**src/rtl/omc_pkg.sv**
```systemverilog
package omc_pkg;

  typedef enum logic [1:0] {
    OPM_LOWQ = 2'd0,
    OPM_RUN  = 2'd1,
    OPM_LIMP = 2'd2
  } opmode_e;

  typedef enum logic [1:0] {
    CC_STBY = 2'b00,
    CC_PAR  = 2'b01,
    CC_ON   = 2'b10,
    CC_OFF  = 2'b11
  } chcode_e;

  typedef struct packed {
    logic gate;
    logic diag;
    logic clr;
  } chan_drive_t;

endpackage

```
**src/rtl/omc_mode_fsm.sv**
```systemverilog
module omc_mode_fsm
  import omc_pkg::*;
(
  input  logic    clk,
  input  logic    rst_n,
  input  logic    por_i,
  input  logic    enable_i,
  input  logic    limp_i,
  output opmode_e mode_o,
  output logic    reinit_o,
  output logic    hold_o,
  output logic    exit_pulse_o
);

  opmode_e mode_q, mode_d;
  logic    en_q, en_d;
  logic    exit_q, exit_d;
  logic    leaving_limp;
  logic    en_rise;

  always_comb begin
    leaving_limp = (mode_q == OPM_LIMP) && !limp_i;
    en_rise      = enable_i && !en_q && !limp_i;

    if (limp_i)        mode_d = OPM_LIMP;
    else if (enable_i) mode_d = OPM_RUN;
    else               mode_d = OPM_LOWQ;
    en_d   = enable_i;
    exit_d = leaving_limp;

    if (por_i) begin
      mode_d = OPM_LOWQ;
      en_d   = 1'b0;
      exit_d = 1'b0;
    end

    reinit_o = !limp_i && (leaving_limp || !enable_i || en_rise);
    hold_o   = limp_i;
  end

  always_ff @(posedge clk or negedge rst_n) begin
    if (!rst_n) begin
      mode_q <= OPM_LOWQ;
      en_q   <= 1'b0;
      exit_q <= 1'b0;
    end else begin
      mode_q <= mode_d;
      en_q   <= en_d;
      exit_q <= exit_d;
    end
  end

  assign mode_o       = mode_q;
  assign exit_pulse_o = exit_q;

endmodule

```
**src/rtl/omc_cmd_reg.sv**
```systemverilog
module omc_cmd_reg #(
  parameter int WORD_W = 16
) (
  input  logic              clk,
  input  logic              rst_n,
  input  logic              por_i,
  input  logic              reinit_i,
  input  logic              hold_i,
  input  logic              load_i,
  input  logic [WORD_W-1:0] word_i,
  output logic [WORD_W-1:0] cmd_o,
  output logic              armed_o
);

  logic [WORD_W-1:0] cmd_q, cmd_d;
  logic              arm_q, arm_d;
  logic              upd_en;

  always_comb begin
    upd_en = 1'b0;
    cmd_d  = cmd_q;
    arm_d  = arm_q;
    if (por_i || (!hold_i && reinit_i)) begin
      upd_en = 1'b1;
      cmd_d  = '1;
      arm_d  = 1'b0;
    end else if (!hold_i && load_i) begin
      upd_en = 1'b1;
      cmd_d  = word_i;
      arm_d  = 1'b1;
    end
  end

  always_ff @(posedge clk or negedge rst_n) begin
    if (!rst_n) begin
      cmd_q <= '1;
      arm_q <= 1'b0;
    end else if (upd_en) begin
      cmd_q <= cmd_d;
      arm_q <= arm_d;
    end
  end

  assign cmd_o   = cmd_q;
  assign armed_o = arm_q;

endmodule

```
**src/rtl/omc_chan_ctrl.sv**
```systemverilog
module omc_chan_ctrl
  import omc_pkg::*;
#(
  parameter bit LIMP_MEMBER = 1'b1
) (
  input  opmode_e     mode_i,
  input  logic [1:0]  code_i,
  input  logic        armed_i,
  input  logic        par_i,
  input  logic        fault_i,
  input  logic        exit_pulse_i,
  output chan_drive_t drive_o
);

  chcode_e     cc;
  chan_drive_t raw;

  always_comb begin
    cc  = chcode_e'(code_i);
    raw = '0;
    unique case (mode_i)
      OPM_LOWQ: raw.clr = 1'b1;
      OPM_LIMP: begin
        if (LIMP_MEMBER) begin
          raw.gate = par_i;
          raw.diag = !par_i;
        end else begin
          raw.diag = 1'b1;
        end
      end
      OPM_RUN: begin
        unique case (cc)
          CC_STBY: raw.clr  = 1'b1;
          CC_PAR: begin
            raw.gate = par_i;
            raw.diag = !par_i;
          end
          CC_ON:   raw.gate = 1'b1;
          CC_OFF:  raw.diag = armed_i;
          default: raw      = '0;
        endcase
      end
      default: raw = '0;
    endcase

    drive_o.gate = raw.gate && !fault_i;
    drive_o.diag = raw.diag;
    drive_o.clr  = raw.clr || exit_pulse_i;
  end

endmodule

```
**src/rtl/octal_mode_ctrl.sv**
```systemverilog
module octal_mode_ctrl
  import omc_pkg::*;
#(
  parameter int NUM_CH  = 8,
  parameter int PAR_W   = 4,
  parameter int LIMP_CH = 4
) (
  input  logic                     clk,
  input  logic                     rst_n,
  input  logic                     por_i,
  input  logic                     enable_i,
  input  logic                     limp_i,
  input  logic                     cmd_load_i,
  input  logic [2*NUM_CH-1:0]      cmd_word_i,
  input  logic [PAR_W-1:0]         par_in_i,
  input  logic [NUM_CH-1:0]        fault_i,
  output logic [NUM_CH-1:0]        gate_en_o,
  output logic [NUM_CH-1:0]        diag_en_o,
  output logic [NUM_CH-1:0]        fault_clr_o
);

  localparam int CODE_W = 2;
  localparam int WORD_W = NUM_CH * CODE_W;

  opmode_e           mode;
  logic              reinit;
  logic              hold;
  logic              exit_pulse;
  logic [WORD_W-1:0] cmd;
  logic              armed;

  omc_mode_fsm u_fsm (
    .clk          (clk),
    .rst_n        (rst_n),
    .por_i        (por_i),
    .enable_i     (enable_i),
    .limp_i       (limp_i),
    .mode_o       (mode),
    .reinit_o     (reinit),
    .hold_o       (hold),
    .exit_pulse_o (exit_pulse)
  );

  omc_cmd_reg #(.WORD_W(WORD_W)) u_cmd (
    .clk      (clk),
    .rst_n    (rst_n),
    .por_i    (por_i),
    .reinit_i (reinit),
    .hold_i   (hold),
    .load_i   (cmd_load_i),
    .word_i   (cmd_word_i),
    .cmd_o    (cmd),
    .armed_o  (armed)
  );

  for (genvar g = 0; g < NUM_CH; g++) begin : g_chan
    localparam int PIDX = g % PAR_W;
    localparam bit LM   = (g < LIMP_CH);
    chan_drive_t drv;

    omc_chan_ctrl #(.LIMP_MEMBER(LM)) u_ch (
      .mode_i       (mode),
      .code_i       (cmd[g*CODE_W +: CODE_W]),
      .armed_i      (armed),
      .par_i        (par_in_i[PIDX]),
      .fault_i      (fault_i[g]),
      .exit_pulse_i (exit_pulse),
      .drive_o      (drv)
    );

    assign gate_en_o[g]   = drv.gate;
    assign diag_en_o[g]   = drv.diag;
    assign fault_clr_o[g] = drv.clr;
  end

endmodule

```
**config.mk**
```make
export PLATFORM = sky130hd
export DESIGN_NAME = octal_mode_ctrl
export DESIGN_NICKNAME = d
export VERILOG_FILES = /design/src/rtl/omc_pkg.sv /design/src/rtl/omc_mode_fsm.sv /design/src/rtl/omc_cmd_reg.sv /design/src/rtl/omc_chan_ctrl.sv /design/src/rtl/octal_mode_ctrl.sv
export SDC_FILE = /design/constraint.sdc
export NUM_CORES = 1
export LEC_CHECK = 0
export ABC_AREA = 0
export CORE_ASPECT_RATIO = 1.5
export CORE_MARGIN = 2
export CORE_UTILIZATION = 46
export CTS_CLUSTER_SIZE = 25
export DETAILED_ROUTE_END_ITERATION = 6
export HOLD_SLACK_MARGIN = 0.12
export PLACE_DENSITY_LB_ADDON = 0.3
export SETUP_SLACK_MARGIN = 0.05
export SYNTH_ARGS = -nofsm -noshare
export SYNTH_HDL_FRONTEND = slang
export SYNTH_SLANG_ARGS = --single-unit
```
**constraint.sdc**
```tcl
create_clock -name clk -period 1.7 [get_ports clk]
set_input_delay 0.17 -clock clk [delete_from_list [all_inputs] [get_ports clk]]
set_output_delay 0.17 -clock clk [all_outputs]
set_load 0.03 [all_outputs]
```
==> results list, run 1 <==
* Die area: 4304 um2
- Register area share after synthesis: between 30% and 40%
- Total area of multi-input combinational cells: 1410 um2
- For the pin with the worst max-slew slack, the measured transition is 398.5 ps.
- The number of placed instances, taps included, is 286.
- Across the VDD grid, the largest voltage drop is between 0.3 and 0.4 mV.
- Flop2flop setup slack: around 90 ps
* Layout overhead on the synthesized area: 78.38%
- Final-layout fill cell count: 174
- Max-cap violations: 0
- Nets@finish: 344
- CTS built an H-tree with a depth of 1.
- DRC viols: 0
- In the final layout, the share of cells above drive strength 1 is between 50% and 60%.
- The congestion estimate from routability-driven global placement came to 0.7458.
* ANT nets after route: 0
- DIE WIDTH: 54.24 um
- The largest individual stage delay along the critical path comes from the cell sky130_fd_sc_hd__dfstp_2.
- Post-DR vias/cell: 5.445
- Startpoint class of the critical path: flop
* Min-Delay Path Class: in -> async
- Leaving out fill and tap cells, the most frequent cell in the layout is sky130_fd_sc_hd__buf_6.
- Number of input and output port buffers inserted: 57
- In this run, the number of DRC markers left after iteration 0 of detailed routing was 32.
- Once routing completed, OpenROAD measured the worst setup slack at -142.0 ps.
- # setup viols final: 15
- Number of global-route vias before repair: 1760
- Mapped cell area: 1742 um2
- Setup repair after global routing could not meet its margin everywhere.
- Final wirelength: 5.729 mm
- In this design, the largest share of critical-path delay is due to flip-flops.
- TritonCTS built the clock tree.
- TritonCTS buffer count: 3
- Detailed-route wire length per cell: 18.07 um
- The worst setup path is captured at an output pin.
- Antenna violations before repair: 0
- Number of top-level pins: 58
- The count of final hold-check violations is 0.
- At the later pin of the worst-skew pair, clock insertion delay measures 260 ps.
- Ordered cell list for the critical path: inv_2 -> ha_4 -> a21o_1 -> a32oi_1 -> nor3b_2 -> buf_4
- Most frequent cells in the layout: sky130_fd_sc_hd__buf_6 (37), sky130_fd_sc_hd__clkdlybuf4s50_1 (33), sky130_fd_sc_hd__buf_4 (22)
* Number of distinct library cells after synthesis: 26
- Maximum fanout along the worst path: 2
* Maximum clock rate: roughly 0.54 GHz
- The worst pin sits at a relative slew slack of 73.43%.
- Minimum period implied by the final worst setup slack: about 1800 ps
- Data required time at the worst endpoint: 1530 ps
* Seq. cell area: 545.5 um2
* Sink Count: 21
* GR Util All Layers: 25.07%
- Max Transition Viols Final: 0
- GR Overflow Total: 0
- In this run the vertical extent of the chip is between 70 and 80 um.
* Sum of buffers and inverters on the critical path: 2
- Failing checks: negative setup slack
- Largest stage delay, worst path: 560 ps
- After legalization and detailed placement, the total HPWL measured 3.007 mm.
* Crit Path Class: reg -> out
- Data arrival at the endpoint of the critical path: between 1500 and 2000 ps
- Final std cells w/o fill: around 320
- Total vias in the final route: 1726
* Router iterations before antenna repair: 4
* P per Cell Area: a little over 400 nW/um2
- Counting along the longest clock path gives a buffer depth of 2.
* Syn Nets: 252
- Clock transition at the registers of the reported paths: 80 ps
- First-pass GRT wire length: 7.928 mm
- Synthesis handed over a netlist of 183 instances.
- The number of antenna diodes in the final layout is 0.
- Leakage power of the design: 1.357 nW
* Pin count of the biggest net entering global routing: 22
* Per-instance average area after synthesis: 9.517 um2
- After floorplanning, the core was divided into 27 placement rows.
* Final cycle utilization of the critical path: 108.4%
* Clk Tree Root Cell: sky130_fd_sc_hd__clkbuf_8
- The core region is between 3000 and 4000 um2.
- Number of warnings printed during yosys synthesis: 0
- Maximum clock skew at final layout: 1.611 ps
- Effective utilization at floorplan: around 48%
- The flow ran to the end, but the final reports show violations.
- Total power for the finished layout comes to 1.249 mW.
- Yosys reg bits: 21
## area by class of cell
| type | count | share of cell area [%] |
|---|---|---|
| repair buffers | 95 | 31.53 |
| clock inverters | 1 | 0.1611 |
| well taps | 43 | 1.732 |
| inverters | 19 | 2.296 |
| multi-input cells | 135 | 45.39 |
| flip-flops and latches | 21 | 17.56 |
| clock buffers | 3 | 1.329 |
## worst reg2reg max path: stages, from the launching register on
cell	delay [ps]
sky130_fd_sc_hd__dfrtp_1	410
sky130_fd_sc_hd__buf_6	130
sky130_fd_sc_hd__ha_4	170
sky130_fd_sc_hd__buf_6	120
sky130_fd_sc_hd__and4bb_4	300
sky130_fd_sc_hd__o21bai_4	70
sky130_fd_sc_hd__buf_12	150
sky130_fd_sc_hd__o22a_1	180
## path summary, 6_finish.rpt
check                           startpoint         endpoint  cells after the start
max                         u_cmd.cmd_o[5]     gate_en_o[2]                      6
min                                  rst_n  u_fsm.mode_o[0]                      2
max reg2reg                u_fsm.mode_o[1]   u_cmd.cmd_o[5]                      7
min reg2reg                u_cmd.cmd_o[10]  u_cmd.cmd_o[10]                      1
max in group asynchronous            rst_n  u_cmd.cmd_o[13]                      2
min in group clk             cmd_word_i[7]   u_cmd.cmd_o[7]                      2
## state kept, by name, summed over array words and instances (netlist names)
register,count
u_fsm.exit_pulse_o,1
u_cmd.cmd_o,16
u_cmd.armed_o,1
u_fsm.en_q,1
u_fsm.mode_o,2
## kinds of logic (layout without fill, tap and decap cells)
family,after synthesis,after routing,synth area share (%)
adders and majority gates,35,35,25.14
AOI/OAI and AO/OA,46,46,20.26
buffers and inverters,27,118,6.896
DFF,21,21,31.32
and+or+nand+nor,54,54,16.38
## power breakdown
part	internal [mW]	total (mW)	switching, mW
clock	0.164	0.332	0.169
combinational	0.216	0.398	0.182
sequential	0.510	0.519	0.00836
total	0.890	1.25	0.359
## repair_timing
| item | in CTS | in global routing |
|---|---|---|
| resized for setup | 87 | 40 |
| hold buffers | 0 | 0 |
| pin swaps | 34 | 17 |
| cloned | 2 | 0 |
| endpoints found under the setup margin | 16 | 41 |
| setup buffers | 21 | 4 |
## through the flow
step | area [um2] | worst slack, ps | util, % | setup TNS (ps) | hold WS, ps
after floorplan | 1782 | 61.83 | - | 0 | -125.6
after global placement | 2380 | 124.4 | 65.23 | 0 | 520.3
final | 3107 | -142.0 | 85.15 | -757.0 | 235.4
after global routing | 3107 | -180.8 | 85.15 | -1732 | 255.6
after detailed placement | 2380 | 115.2 | 65.23 | 0 | 526.7
after CTS | 2894 | -107.2 | 79.32 | -397.6 | 250.5
## cells in the mapped netlist
master,n,area share (%)
sky130_fd_sc_hd__a21boi_0,5,2.2
sky130_fd_sc_hd__a21o_1,4,1.7
sky130_fd_sc_hd__a21oi_1,7,2.0
sky130_fd_sc_hd__a32oi_1,4,2.0
sky130_fd_sc_hd__and2_1,6,2.2
sky130_fd_sc_hd__and4bb_4,1,0.93
sky130_fd_sc_hd__buf_2,3,0.86
sky130_fd_sc_hd__buf_6,2,1.3
sky130_fd_sc_hd__clkbuf_1,3,0.65
sky130_fd_sc_hd__dfrtp_1,5,7.2
sky130_fd_sc_hd__dfstp_2,16,24
sky130_fd_sc_hd__ha_1,35,25
sky130_fd_sc_hd__inv_1,19,4.1
sky130_fd_sc_hd__nand2_1,24,5.2
sky130_fd_sc_hd__nand2b_1,5,1.8
sky130_fd_sc_hd__nand3_1,3,0.86
sky130_fd_sc_hd__nand4_2,1,0.72
sky130_fd_sc_hd__nor2_1,2,0.43
sky130_fd_sc_hd__nor2b_1,4,1.4
sky130_fd_sc_hd__nor3_1,4,1.1
sky130_fd_sc_hd__nor3b_1,4,1.7
sky130_fd_sc_hd__o21a_1,4,1.7
sky130_fd_sc_hd__o21ai_0,5,1.4
sky130_fd_sc_hd__o21bai_4,1,1.1
sky130_fd_sc_hd__o22a_1,15,7.5
sky130_fd_sc_hd__o22a_2,1,0.57
## metal layers
| layer | up-vias | track usage, % | share of wire (%) |
|---|---|---|---|
| met5 | - | 0 | 0 |
| met4 | 0 | 7.750 | 2.6 |
| met3 | 15 | 1.880 | 2.8 |
| met2 | 47 | 46.63 | 55 |
| met1 | 854 | 28.69 | 39 |
| li1 | 810 | - | - |
Power figures use the tool's default switching activity.
==> run 2, diff against run 1 <==
Settings changed: ABC_CLOCK_PERIOD_IN_PS from default to 1700, SKIP_CTS_REPAIR_TIMING from default to 1, TNS_END_PERCENT from default to 20.
==> results list, run 2 (synthesized netlist as in run 1, its figures left out) <==
- Status: finished, violations left
- Failing checks: negative setup slack
- Later-pin clock latency in the skew report: 270 ps (about the same)
- The number of search-and-repair iterations in the first detailed-routing pass is 4 (unchanged).
* Die Y: 79.36 um (unchanged)
- The share of layout cells above drive strength 1 was 43.53% (-14 points).
* Final wirelength: 4.415 mm (-23%)
- Rows: 27 (unchanged)
- Worst vdd ir: 0.6773 mV (+79%)
- The clock net sink count was 21 (unchanged).
* Antenna violations before repair: 0 (unchanged)
* Unrepaired setup endpoints after global routing: true
- The final estimated routing congestion in global placement was 0.7023 (-5.8%).
* Data required time at the worst endpoint: 1530 ps (about the same)
- Minimum period implied by the final worst setup slack: 1834 ps (-7.617 ps)
* TritonCTS buffer count: 3 (unchanged)
* Number of flip-flops in the largest register: 16 (unchanged)
- CTS tree: done
- The worst setup path is launched from a flop.
- The total die area is 4304 um2 (unchanged).
- First-pass GRT wire length: 6.161 mm (-22%)
- Worst Slack Setup Final: -134.4 ps (+7.617 ps)
* Layout overhead on the synthesized area: 55.75%
- The number of setup violations in the final report came to 13 (-2).
* Final design area excluding fillers: 2713 um2 (-13%)
- The total congestion overflow is 0 (unchanged).
- Total inserted antenna cells: 0 (unchanged)
* Crit end category: output pin
* Maximum clock skew at final layout: 6.280 ps (+4.668 ps)
- Most frequent cells in the layout: sky130_fd_sc_hd__clkdlybuf4s50_1 (33), sky130_fd_sc_hd__buf_4 (25), sky130_fd_sc_hd__nand2_1 (23), sky130_fd_sc_hd__ha_1 (18), sky130_fd_sc_hd__buf_6 (17)
* R2R cell count: 6 (-1)
- The total of max-cap violations came to 0 (unchanged).
- The power per standard cell area is 441.8 nW/um2 (+9.9%).
- The clock-pin transition on the worst setup and hold timing paths came to 80 ps (about the same).
- Post-place instance area: 2357 um2 (-0.95%)
- Maximum fanout along the worst path: 4 (+2)
* Final cycle utilization of the critical path: 107.9% (-0.45 points)
* Effective utilization at floorplan: 47.74% (unchanged)
- DRC viols: 0 (unchanged)
- The number of primary I/O pins was 58 (unchanged).
- Number of global-route vias before repair: 1451 (-18%)
* First-iteration detailed-routing DRC count: 26 (-19%)
- The maximum number of buffers from clock root to sink is 2 (unchanged).
- The tree is rooted in a sky130_fd_sc_hd__clkbuf_8.
- The net count of the finished layout was 325 (-5.5%).
- Worst slew margin relative to its limit: 78.02% (+4.6 points)
- The library cell used most frequently in the layout, excluding fill and tap cells, is sky130_fd_sc_hd__clkdlybuf4s50_1.
- Final HPWL from detailed placement: 2.890 mm (-3.9%)
- Detailed-route wire length per cell: 14.82 um (-18%)
* Final std cells w/o fill: 298 (-6.0%)
* Maximum clock rate: 0.5451 GHz (+0.42%)
- The total core area came to 3649 um2 (unchanged).
- The total leakage power was 1.209 nW (-11%).
- Actual slew at the worst max-slew pin: 329.6 ps (-68.90 ps)
- The combined global-route utilization of all metal layers is 19.14% (-5.9 points).
- The maximum number of pins on one net before global-route repair is 22 (unchanged).
* Number of endpoints with negative hold slack in the final report: 0 (unchanged)
- The number of fill cells is 263 (+51%).
- The chip width came to 54.24 um (unchanged).
- The average vias per placed instance was 5.258 (-3.4%).
- Total vias in the final route: 1567 (-9.2%)
* Crit Path Class: reg -> out
- The total count of max-transition violations in the final report came to 0 (unchanged).
* Min-Delay Path Class: in -> async
- The data arrival time of the critical path is 1660 ps (about the same).
* Worst hold slack: 233.8 ps (-1.594 ps)
- Number of input and output port buffers inserted: 57 (unchanged)
* ANT nets after route: 0 (unchanged)
- The H-tree depth is 1 (unchanged).
* Placed insts: 286 (unchanged)
[run 2: path summary, 6_finish.rpt]
path,startpoint,end,slack [ps]
setup / recovery,u_cmd.cmd_o[3],gate_en_o[1],-130
max in group asynchronous,rst_n,u_cmd.cmd_o[3],1190
hold / removal,rst_n,u_cmd.armed_o,230
hold reg to reg,u_cmd.cmd_o[14],u_cmd.cmd_o[14],540
min in group clk,cmd_word_i[4],u_cmd.cmd_o[4],500
setup reg to reg,u_fsm.mode_o[0],u_cmd.cmd_o[12],180
[run 2: cell type report]
type                       instances  area, um2  area share (%)
clock buffer                       3      41.29           1.522
clock inverter                     1      7.507          0.2768
inverter                          19      73.82           2.721
multi-input combinational        135       1261           46.49
sequential                        21      545.5           20.11
tap                               43      53.80           1.983
timing repair buffer              76      729.5           26.89
[run 2: critical path, stage by stage (launching register included)]
cell	delay [ps]
sky130_fd_sc_hd__dfstp_2	570
sky130_fd_sc_hd__inv_2	70
sky130_fd_sc_hd__ha_2	170
sky130_fd_sc_hd__a21o_1	160
sky130_fd_sc_hd__a32oi_1	190
sky130_fd_sc_hd__nor3b_1	80
sky130_fd_sc_hd__buf_4	170
[run 2: per-stage QoR]
step | TNS [ps] | util, % | worst slack (ps) | total power, mW
after floorplan | -1200 | - | -193.2 | 0.6442
after global placement | 0 | 64.61 | 148.3 | 0.8138
after detailed placement | 0 | 64.61 | 141.4 | 0.8165
after CTS | -1406 | 65.95 | -161.2 | 1.158
after global routing | -1971 | 74.35 | -192.7 | 1.252
final | -942.3 | 74.35 | -134.4 | 1.199
[run 2: power breakdown]
part	leakage [nW]	internal, mW	switching, mW
combinational	0.952	0.176	0.159
clock	0.0217	0.166	0.179
sequential	0.235	0.510	0.00835
[run 2: layer usage]
metal / global-route usage [%] / part of all wire, %
met1: 22.02 / 40
met2: 35.06 / 54
met3: 1.880 / 4.0
met4: 6.250 / 2.2
met5: 0 / 0
